`src/rtl/mmio_dec_pkg.sv`:
```
package mmio_dec_pkg;
  localparam int WIN_BITS  = 21;
  localparam int OFF_BITS  = 12;
  localparam int SLOT_W    = WIN_BITS - OFF_BITS;
  localparam int NUM_STUBS = 4;
  localparam logic [31:0] EMPTY_WORD = 32'hDEAD_ABBA;

  typedef enum logic {GRP_A = 1'b0, GRP_B = 1'b1} grp_e;

  typedef struct packed {
    logic [SLOT_W-1:0] slot;
    logic [15:0]       mod_id;
    logic [3:0]        rev_major;
    logic [3:0]        rev_minor;
    logic [7:0]        size_m1;
    grp_e              grp;
    logic [4:0]        mask_bit;
  } stub_cfg_t;

  // Identifier word layout: id | major | minor | size-1
  function automatic logic [31:0] ident_word(stub_cfg_t c);
    return {c.mod_id, c.rev_major, c.rev_minor, c.size_m1};
  endfunction

  function automatic stub_cfg_t stub_cfg(int idx);
    stub_cfg_t c;
    case (idx)
      0:       c = '{slot: 9'h040, mod_id: 16'h0113, rev_major: 4'd0, rev_minor: 4'd1, size_m1: 8'd0, grp: GRP_A, mask_bit: 5'd0};
      1:       c = '{slot: 9'h042, mod_id: 16'h010A, rev_major: 4'd1, rev_minor: 4'd0, size_m1: 8'd0, grp: GRP_A, mask_bit: 5'd1};
      2:       c = '{slot: 9'h061, mod_id: 16'h0127, rev_major: 4'd0, rev_minor: 4'd0, size_m1: 8'd0, grp: GRP_B, mask_bit: 5'd0};
      default: c = '{slot: 9'h100, mod_id: 16'h2B80, rev_major: 4'd2, rev_minor: 4'd0, size_m1: 8'd1, grp: GRP_B, mask_bit: 5'd3};
    endcase
    return c;
  endfunction

  function automatic logic addr_in_window(logic [31:0] addr, logic [31:0] base);
    return (addr >> WIN_BITS) == (base >> WIN_BITS);
  endfunction
endpackage

```
`src/rtl/mmio_addr_split.sv`:
```
module mmio_addr_split
  import mmio_dec_pkg::*;
#(
  parameter logic [31:0] WIN_BASE = 32'h1BE0_0000
) (
  input  logic                req_valid,
  input  logic [31:0]         req_addr,
  output logic                win_hit,
  output logic [SLOT_W-1:0]   slot,
  output logic [OFF_BITS-1:0] offset
);
  logic [WIN_BITS-1:0] rel;

  assign rel     = req_addr[WIN_BITS-1:0];
  assign win_hit = req_valid && addr_in_window(req_addr, WIN_BASE);
  assign slot    = rel[WIN_BITS-1:OFF_BITS];
  assign offset  = rel[OFF_BITS-1:0];
endmodule

```
`src/rtl/mmio_stub.sv`:
```
module mmio_stub
  import mmio_dec_pkg::*;
#(
  parameter stub_cfg_t CFG = '0
) (
  input  logic                clk,
  input  logic                rst_n,
  input  logic                acc_valid,
  input  logic                acc_write,
  input  logic [SLOT_W-1:0]   slot,
  input  logic [OFF_BITS-1:0] offset,
  input  logic [31:0]         wdata,
  input  logic                owned,
  output logic                claim,
  output logic [31:0]         rdata
);
  localparam int          SPAN    = int'(CFG.size_m1) + 1;
  localparam logic [31:0] ID_WORD = ident_word(CFG);

  logic [31:0] scratch0, scratch1;
  logic        in_range, first_slot, wr0, wr1, hidden_write;

  assign in_range     = (int'(slot) >= int'(CFG.slot)) && (int'(slot) < int'(CFG.slot) + SPAN);
  assign first_slot   = (slot == CFG.slot);
  assign claim        = acc_valid && in_range && owned;
  assign wr0          = claim && acc_write && first_slot && (offset == 12'h000);
  assign wr1          = claim && acc_write && first_slot && (offset == 12'h004);
  assign hidden_write = acc_valid && acc_write && in_range && !owned;

  always_ff @(posedge clk or negedge rst_n) begin
    if (!rst_n) begin
      scratch0 <= '0;
      scratch1 <= '0;
    end else begin
      if (wr0) scratch0 <= wdata;
      if (wr1) scratch1 <= wdata;
    end
  end

  always_comb begin
    rdata = '0;
    if (offset == 12'hFFC)                     rdata = ID_WORD;
    else if (first_slot && offset == 12'h000)  rdata = scratch0;
    else if (first_slot && offset == 12'h004)  rdata = scratch1;
  end

  // a write to a hidden module leaves its scratch registers untouched
  a_r7_hidden_write_dropped: assert property (@(posedge clk) disable iff (!rst_n)
    hidden_write |=> ($stable(scratch0) && $stable(scratch1)));
endmodule

```
`src/rtl/mmio_guard.sv`:
```
module mmio_guard
  import mmio_dec_pkg::*;
#(
  parameter logic [31:0] MASK_A_RST = 32'h0000_0003,
  parameter logic [31:0] MASK_B_RST = 32'h0000_0001,
  parameter logic [15:0] GUARD_ID   = 16'h0128
) (
  input  logic                clk,
  input  logic                rst_n,
  input  logic                sel,
  input  logic                acc_write,
  input  logic [OFF_BITS-1:0] offset,
  input  logic [31:0]         wdata,
  output logic [31:0]         mask_a,
  output logic [31:0]         mask_b,
  output logic [31:0]         rdata
);
  logic load_a, load_b;

  assign load_a = sel && acc_write && (offset == 12'h000);
  assign load_b = sel && acc_write && (offset == 12'h004);

  always_ff @(posedge clk or negedge rst_n) begin
    if (!rst_n) begin
      mask_a <= MASK_A_RST;
      mask_b <= MASK_B_RST;
    end else begin
      if (load_a) mask_a <= wdata;
      if (load_b) mask_b <= wdata;
    end
  end

  always_comb begin
    case (offset)
      12'h000: rdata = mask_a;
      12'h004: rdata = mask_b;
      12'hFFC: rdata = {GUARD_ID, 16'h0000};
      default: rdata = '0;
    endcase
  end

  // a mask write is visible on the next cycle
  a_r6_mask_a_load: assert property (@(posedge clk) disable iff (!rst_n)
    load_a |=> (mask_a == $past(wdata)));
  a_r6_mask_b_load: assert property (@(posedge clk) disable iff (!rst_n)
    load_b |=> (mask_b == $past(wdata)));
endmodule

```
`src/rtl/mmio_window_dec.sv`:
```
module mmio_window_dec
  import mmio_dec_pkg::*;
#(
  parameter logic [31:0]       WIN_BASE   = 32'h1BE0_0000,
  parameter logic [SLOT_W-1:0] GUARD_SLOT = 9'h04D,
  parameter logic [31:0]       MASK_A_RST = 32'h0000_0003,
  parameter logic [31:0]       MASK_B_RST = 32'h0000_0001
) (
  input  logic        clk,
  input  logic        rst_n,
  input  logic        req_valid,
  input  logic        req_write,
  input  logic [31:0] req_addr,
  input  logic [31:0] req_wdata,
  output logic [31:0] rsp_rdata,
  output logic        rsp_ready,
  output logic        rsp_hit
);
  logic                 win_hit;
  logic [SLOT_W-1:0]    slot;
  logic [OFF_BITS-1:0]  offset;
  logic [31:0]          mask_a, mask_b, guard_rd;
  logic                 guard_sel;
  logic [NUM_STUBS-1:0] claim, owned;
  logic [31:0]          stub_rd [NUM_STUBS];

  mmio_addr_split #(.WIN_BASE(WIN_BASE)) i_split (
    .req_valid(req_valid), .req_addr(req_addr),
    .win_hit(win_hit), .slot(slot), .offset(offset)
  );

  assign guard_sel = win_hit && (slot == GUARD_SLOT);

  mmio_guard #(.MASK_A_RST(MASK_A_RST), .MASK_B_RST(MASK_B_RST)) i_guard (
    .clk(clk), .rst_n(rst_n), .sel(guard_sel), .acc_write(req_write),
    .offset(offset), .wdata(req_wdata),
    .mask_a(mask_a), .mask_b(mask_b), .rdata(guard_rd)
  );

  for (genvar g = 0; g < NUM_STUBS; g++) begin : g_stub
    localparam stub_cfg_t CFG = stub_cfg(g);
    assign owned[g] = (CFG.grp == GRP_A) ? mask_a[CFG.mask_bit] : mask_b[CFG.mask_bit];
    mmio_stub #(.CFG(CFG)) i_stub (
      .clk(clk), .rst_n(rst_n), .acc_valid(win_hit), .acc_write(req_write),
      .slot(slot), .offset(offset), .wdata(req_wdata), .owned(owned[g]),
      .claim(claim[g]), .rdata(stub_rd[g])
    );
  end

  always_comb begin
    rsp_rdata = '0;
    if (win_hit) begin
      if (|claim) begin
        for (int i = 0; i < NUM_STUBS; i++)
          if (claim[i]) rsp_rdata = rsp_rdata | stub_rd[i];
      end else if (guard_sel) begin
        rsp_rdata = guard_rd;
      end else begin
        rsp_rdata = EMPTY_WORD;
      end
    end
  end

  assign rsp_hit   = win_hit;
  assign rsp_ready = win_hit;

  // an in-window request is accepted in its own cycle
  a_r1_ready_on_hit: assert property (@(posedge clk) disable iff (!rst_n)
    (req_valid && rsp_hit) |-> rsp_ready);
  // unclaimed requests stay silent
  a_r1_outside_quiet: assert property (@(posedge clk) disable iff (!rst_n)
    !rsp_hit |-> (rsp_rdata == 32'h0 && !rsp_ready));
  // module apertures never overlap, even for multi-slot modules
  a_r3_single_claim: assert property (@(posedge clk) disable iff (!rst_n)
    $onehot0(claim));
  // the guard slot is never claimed by a stub
  a_r6_guard_exclusive: assert property (@(posedge clk) disable iff (!rst_n)
    guard_sel |-> (claim == '0));
endmodule

```
`config.mk`:
```
export PLATFORM = sky130hd
export DESIGN_NAME = mmio_window_dec
export DESIGN_NICKNAME = d
export VERILOG_FILES = /design/src/rtl/mmio_dec_pkg.sv /design/src/rtl/mmio_addr_split.sv /design/src/rtl/mmio_stub.sv /design/src/rtl/mmio_guard.sv /design/src/rtl/mmio_window_dec.sv
export SDC_FILE = /design/constraint.sdc
export NUM_CORES = 1
export LEC_CHECK = 0
export CAP_MARGIN = 20
export CORE_ASPECT_RATIO = 1.2
export CORE_UTILIZATION = 58
export CTS_CLUSTER_DIAMETER = 30
export DETAILED_ROUTE_END_ITERATION = 6
export DONT_BUFFER_PORTS = 1
export GPL_TIMING_DRIVEN = 0
export HOLD_SLACK_MARGIN = 0.15
export PLACE_DENSITY_LB_ADDON = 0.25
export SLEW_MARGIN = 25
export SYNTH_ARGS = -nofsm -noshare
export SYNTH_HDL_FRONTEND = slang
export SYNTH_SLANG_ARGS = --single-unit
```
`constraint.sdc`:
```
create_clock -name clk -period 2.46 [get_ports clk]
set_input_delay 0.246 -clock clk [delete_from_list [all_inputs] [get_ports clk]]
set_output_delay 0.246 -clock clk [all_outputs]
set_load 0.01 [all_outputs]
```
---- Word level (Yosys, flattened, before mapping) ----
Cells that the tools add are included.
Widths: inputs -> output; s select.
storage, ports and cells
  input port bits ......................... 68
  register bits after elaboration ......... 320
  word-level logic and storage cells ...... 98
  output and inout bits ................... 34
cells by class
  equality and inequality tests ........... 8
  order comparisons ....................... 8
  bitwise operators ....................... 3
  reductions and logical operators ........ 43
  mux-type cells .......................... 26
operator list
  kind                  number
  $mux 32               25
  $or 32x32->32         3
  $pmux 32 s3           1
  $logic_and 1x1->1     41
  $eq 9x7->1 const B    4
  $ge 9x7->1 const B    3
  $lt 9x7->1 const B    3
  $eq 12x12->1 const B  1
  $eq 12x3->1 const B   1
  $logic_not 12->1      1
  $eq 11x8->1 const B   1
  $eq 9x9->1 const B    1
  $ge 9x9->1 const B    1
  $lt 9x9->1 const B    1
  $reduce_or 4->1       1

---- Longest topological paths before layout ----
  depth in word-level cells ............... 20
  depth in mapped cells ................... 10
  gate-level depth less buffers ........... 7

---- Modules after synthesis ----
A second synthesis with hierarchy kept.
second synthesis, totals
  cells, all modules ...................... 1275
  area total of the unflattened synthesis .. 16657.2 um^2
by module, submodules not included
  module                         times used  area each (um^2)  cells an instance  sequential area each (um^2)
  mmio_stub at g_stub[2].i_stub  1           3261.9            229                1601.5
  mmio_stub at g_stub[3].i_stub  1           3131.8            206                1601.5
  mmio_guard                     1           3002.9            219                1605.3
  mmio_stub at g_stub[0].i_stub  1           2992.9            225                1601.5
  mmio_stub at g_stub[1].i_stub  1           2881.5            200                1601.5
  mmio_window_dec                1           1189.9            171                0.0
  mmio_addr_split                1           196.4             25                 0.0

---- Least setup slack after synthesis ----
No wires, ideal clock.
  kind .................................... input to output
  from .................................... input port req_addr[30]
  to ...................................... output port rsp_rdata[15]
  slack ................................... -0.333 ns
  cell stages on the path ................. 9
  data required time ...................... 2.214 ns
  path buffers ............................ 3
  arrival time ............................ 2.547 ns
  cells stage by stage .................... or4_1 > or3_1 > clkbuf_1 > inv_1 > clkbuf_1 > nand4_1 > clkbuf_1 > o22a_1 > a31oi_1
on the way
  longest elaborated chain between the ends .. 19
  elaborated cells on any way between the ends .. 28
  those cells by class .................... eq/ne (1); mux (13); bitwise (3); reduce/logical (11)
ends and longest elaborated chain
  element                         RTL line               text
  start: declaration              mmio_window_dec.sv:13  input logic [31:0] req_addr,
  $eq 11x8->1 *                   mmio_dec_pkg.sv:37     return (addr >> WIN_BITS) == (base >> WIN_BITS);
  $logic_and 1x1->1 *             mmio_addr_split.sv:15  assign win_hit = req_valid && addr_in_window(req_addr, WIN_BASE);
  via rsp_hit                     mmio_window_dec.sv:17  output logic rsp_hit
  $logic_and 1x1->1 (2 in a row)  mmio_stub.sv:25        assign claim = acc_valid && in_range && owned;
  $mux 32                         mmio_window_dec.sv:55  if (claim[i]) rsp_rdata = rsp_rdata | stub_rd[i];
  $mux 32                         mmio_window_dec.sv:53  if (|claim) begin
  $mux 32                         mmio_window_dec.sv:52  if (win_hit) begin
  $or 32x32->32                   mmio_window_dec.sv:55
  [... 3 more ...]                n/a
  $or 32x32->32                   mmio_window_dec.sv:55
  $mux 32                         mmio_window_dec.sv:55
  $mux 32                         mmio_window_dec.sv:53
  $mux 32                         mmio_window_dec.sv:52
  $or 32x32->32                   mmio_window_dec.sv:55
  $mux 32                         mmio_window_dec.sv:55
  $mux 32                         mmio_window_dec.sv:53
  $mux 32 *                       mmio_window_dec.sv:52
  end: declaration                mmio_window_dec.sv:15  output logic [31:0] rsp_rdata,
The timed path passes the listed nets; every way through them passes the cells marked *. The select of a mux whose other input is x is not followed.

---- Final worst setup path ----
  from .................................... register i_guard.mask_a[0]
  to ...................................... output port rsp_rdata[31]
on the way
  longest elaborated chain between the ends .. 16
  elaborated cells on any way between the ends .. 17
  those cells by class .................... mux (12); bitwise (3); reduce/logical (2)
ends and longest elaborated chain
  element                   RTL line               text
  start: declaration        mmio_guard.sv:14       output logic [31:0] mask_a,
  start signal: assignment  mmio_guard.sv:28       if (load_a) mask_a <= wdata;
  $logic_and 1x1->1 *       mmio_stub.sv:25
  $mux 32                   mmio_window_dec.sv:55
  $mux 32                   mmio_window_dec.sv:53
  $mux 32                   mmio_window_dec.sv:52
  $or 32x32->32             mmio_window_dec.sv:55
  $mux 32                   mmio_window_dec.sv:55
  $mux 32                   mmio_window_dec.sv:53
  $mux 32                   mmio_window_dec.sv:52
  $or 32x32->32             mmio_window_dec.sv:55
  $mux 32                   mmio_window_dec.sv:55
  $mux 32                   mmio_window_dec.sv:53
  $mux 32                   mmio_window_dec.sv:52
  $or 32x32->32             mmio_window_dec.sv:55
  $mux 32                   mmio_window_dec.sv:55
  $mux 32 *                 mmio_window_dec.sv:53
  $mux 32 *                 mmio_window_dec.sv:52
Every way passes the cells marked *; elsewhere a longest branch is shown, timed or not. The select of a mux whose other input is x is not followed.

==> results <==
- The total wire length is 48410 um.
- Hold timing on the final database bottoms out at a slack of -0.6226 ns.
- The number of global-route vias before repair came to 11620.
- For this design the static power due to leakage is 9.517 nW.
- The floorplan step set the die height to 181.1 um.
- The type of element launching the critical path is a flop.
- Counting distinct cell types in the post-synthesis netlist gives 53.
- The average cell area after synthesis is 13.19 um2.
- Walking the worst path, the cells encountered are inv_2 > or4_4 > or4b_4 > buf_12 > buf_4 > o221ai_2 > o21a_2.
- The most common cell in the synthesized netlist is dfrtp_1.
- In the final layout, the share of cells above drive strength 1 is 47.04%.
- In this run, the number of DRC markers left after iteration 0 of detailed routing was 973.
- The tree is rooted in a clkbuf_16.
- Counting tap cells, the placed design contains a total of 1510 instances.
- The worst-case setup slack after placement is -1.199 ns.
- 102 I/O pins were placed.
- The number of max-slew violations in the final report is 0.
- The endpoint arrival time on the critical path is 2.97 ns.
- After technology mapping, the gate count stands at 1175.
- The detail route stage leaves a number of antenna-violating nets equal to 0.
- The count of cells in the finished layout, fillers not included, comes to 1668.
- The async set or reset register ratio after synthesis is 100.0%.
- The H-tree depth is 2.
- The worst voltage drop across the vdd grid is 0.6457 mV.
- The most area-hungry cell type in the Yosys netlist is dfrtp_1.
- The total CTS buffers is 59.
- Before antenna repair, the detailed router went through 5 iterations.
- The number of failing hold endpoints at the final stage was 320.
- The smallest setup slack after layout is -0.7521 ns.
- The most used flip-flop cell after synthesis is dfrtp_1.
- The routed length per instance is 29.02 um.
- By area the synthesized netlist is led by dfrtp_1 51%, mux2_2 22%, mux2i_1 8.9%.
- The largest net degree at the start of global routing is 321.
- The detailed-route vias per instance is 6.638.
- The routed layout has 11070 vias.
- When the netlist entered floorplanning its net count stood at 1243.
- The delay contributed by the slowest stage of the critical path is 0.54 ns.
- The worst-skew pair later-pin latency is 0.59 ns.
- The ratio of final minimum period to clock period is 130.6%.
- The clock slew at the register clock pins of the worst setup and hold paths is 0.05 ns.
- The die width is 151.2 um.
- The met3 routing resource usage after global routing is 8.788%.
- The number of enable flip-flop cells after synthesis is 0.
- The floorplan step defined a die boundary enclosing 27380 um2.
- The first global-routing pass estimated 71680 um of wire.
- Counting along the longest clock path gives a buffer depth of 3.
- Summing every instance area after synthesis gives 15490 um2.
- The clock tree from TritonCTS is yes.
- In this run the biggest area consumer among cell types represents 51.20% of the synthesized area.
- The shortest clock period the worst path allows after layout is 3.212 ns.
- The global routing met1 resource utilization is 46.32%.
- At the pin with the least slew margin, the transition time is 0.9802 ns.
- After synthesis the netlist holds a flip-flop and latch count of 320.
- By count the netlist is led by 317 x dfrtp_1, 309 x mux2_2, 137 x mux2i_1.
- The met2 demand-to-capacity share in global routing is 55.65%.
- The area growth from synthesis to layout is 25.68%.
- Across every metal layer, demand over resource in global routing totals 35.85%.
- The cell with the largest stage delay on the worst path is or4b_4.
- Setup repair after global routing could not meet its margin everywhere.
- The start-to-end type of the worst setup path is flop to primary output.
- Global routing finished with a remaining overflow of 0.
- The total half-perimeter wirelength after legalization and detailed placement is 27430 um.
- The final setup violation count is 158.
- For this configuration, the core starts out at a cell density of 58.99%.
- The checks that failed: hold timing, setup timing.
- The placer's final routability congestion estimate is 0.9355.
- The number of rows in the core area is 65.
- The flow ran to the end, but the final reports show violations.
- The count of buffering cells on the critical path with inverters included is 3.
- Clock tree synthesis found a total of 320 sinks.
- At the end of the flow the core is filled with cells to 74.13%.
- In this run the tightest slew margin relative to its limit is 34.65%.
- The cell family contributing the most delay on the critical path is simple AND/OR/NAND/NOR gates.
- The number of warnings printed during yosys synthesis is 0.
- The number of hold buffers added after CTS was 1.
- The required time of the critical path is 2.21 ns.
- Derived from the worst setup path, the maximum achievable clock frequency is 311.3 MHz.
- The clock skew after layout is 0.02299 ns.
- After detailed routing, the number of remaining DRC violations is 0.
- The layer flagged by global routing as most heavily used is met2.
- The number of antenna violations at the first check in global routing came to 0.
- The port buffer count is 0.
- The diode insertion count for antenna repair is 0.
- STA classifies the critical path endpoint as a primary output.
- Of all nets on the critical path, the largest fanout is 9.
- The tool flagged a number of max-cap violations equal to 0.
- The path class of the lowest-slack min-delay path is input port to asynchronous set/reset pin.
- The sequential element share of the synthesized area is 51.70%.
- The floorplan step defined a core boundary enclosing 26270 um2.
- The power per standard cell area is 722.3 nW/um2.
- The post-layout net count is 1352.
## placed cells by master, fill, tap and decap left out, drive strengths merged, types with 9 or more instances in the layout
cell type	count
mux2	343
dfrtp	317
mux2i	137
buf	116
clkbuf	107
nand2	34
o21ai	33
o22ai	29
a21oi	20
clkinv	19
nor2	17
o31a	12
bufinv	11
nor3	10
o22a	9
o221ai	9
## timing repair
item,CTS,global route
buffers inserted,29,15
endpoints found under the setup margin,340,311
pin swaps,21,18
gates cloned,4,2
endpoints found under the hold margin,323,320
gates resized for setup,160,48
## registers in the layout, summed over array words and instances (netlist names)
signal	cells
g_stub.i_stub.scratch1	128
i_guard.mask_b	32
i_guard.mask_a	32
g_stub.i_stub.scratch0	128
## layer usage
metal / share of wire [%] / up-vias
met1: 39 / 5713
met3: 9.3 / 195
li1: - / 4567
met4: 5.5 / 0
met2: 47 / 597
met5: 0 / -
## layout make-up
cell class,count,area (um2)
tap,335,419.2
inverter,3,11.26
sequential,320,8011
clock buffer,69,1544
timing repair buffer,51,504.2
clock inverter,41,556.8
multi-input combinational,743,7605
buffer,106,822.0
fill,1610,6795
## logic make-up after synthesis
family | count (synthesis) | synth area share, %
mux | 480 | 34.50
flops | 320 | 51.70
compound gates | 147 | 6.371
simple gates | 116 | 4.029
buf+inv | 112 | 3.392
## power breakdown
part | leakage [nW] | switching [W] | internal [W] | total [W]
Combinational | 4.04 | 0.000211 | 0.0000881 | 0.000299
Sequential | 4.46 | 0.00000000000275 | 0.00527 | 0.00527
Clock | 1.01 | 0.00284 | 0.00566 | 0.00849
Total | 9.52 | 0.00305 | 0.0110 | 0.0141
## per-stage QoR
stage | instance area [um2] | TNS, ns | hold WS (ns) | total power, W
finish | 19470 | -39.06 | -0.6226 | 0.01407
floorplan | 15660 | -25.27 | -0.04959 | 0.005542
global placement | 16080 | -278.32 | -0.03369 | 0.005634
detailed placement | 16090 | -276.55 | -0.03556 | 0.005634
global route | 19470 | -43.00 | -0.6335 | 0.01438
CTS | 19210 | -30.57 | -0.6292 | 0.01408
## worst paths after layout
check	startpoint	to	slack [ns]	depth (start not counted)
worst max-delay path	i_guard.mask_a[0]	rsp_rdata[31]	-0.75	7
worst min-delay path	rst_n	g_stub[1].i_stub.scratch1[25]	-0.62	0
worst max register to register	i_guard.mask_a[0]	g_stub[0].i_stub.scratch1[18]	-0.36	9
worst min register to register	g_stub[3].i_stub.scratch0[12]	g_stub[3].i_stub.scratch0[12]	0.49	1
max in group asynchronous	rst_n	g_stub[1].i_stub.scratch0[9]	2.45	0
min in group clk	req_wdata[1]	i_guard.mask_a[1]	0.18	2
Note: power is estimated with default switching activity, not from simulation.
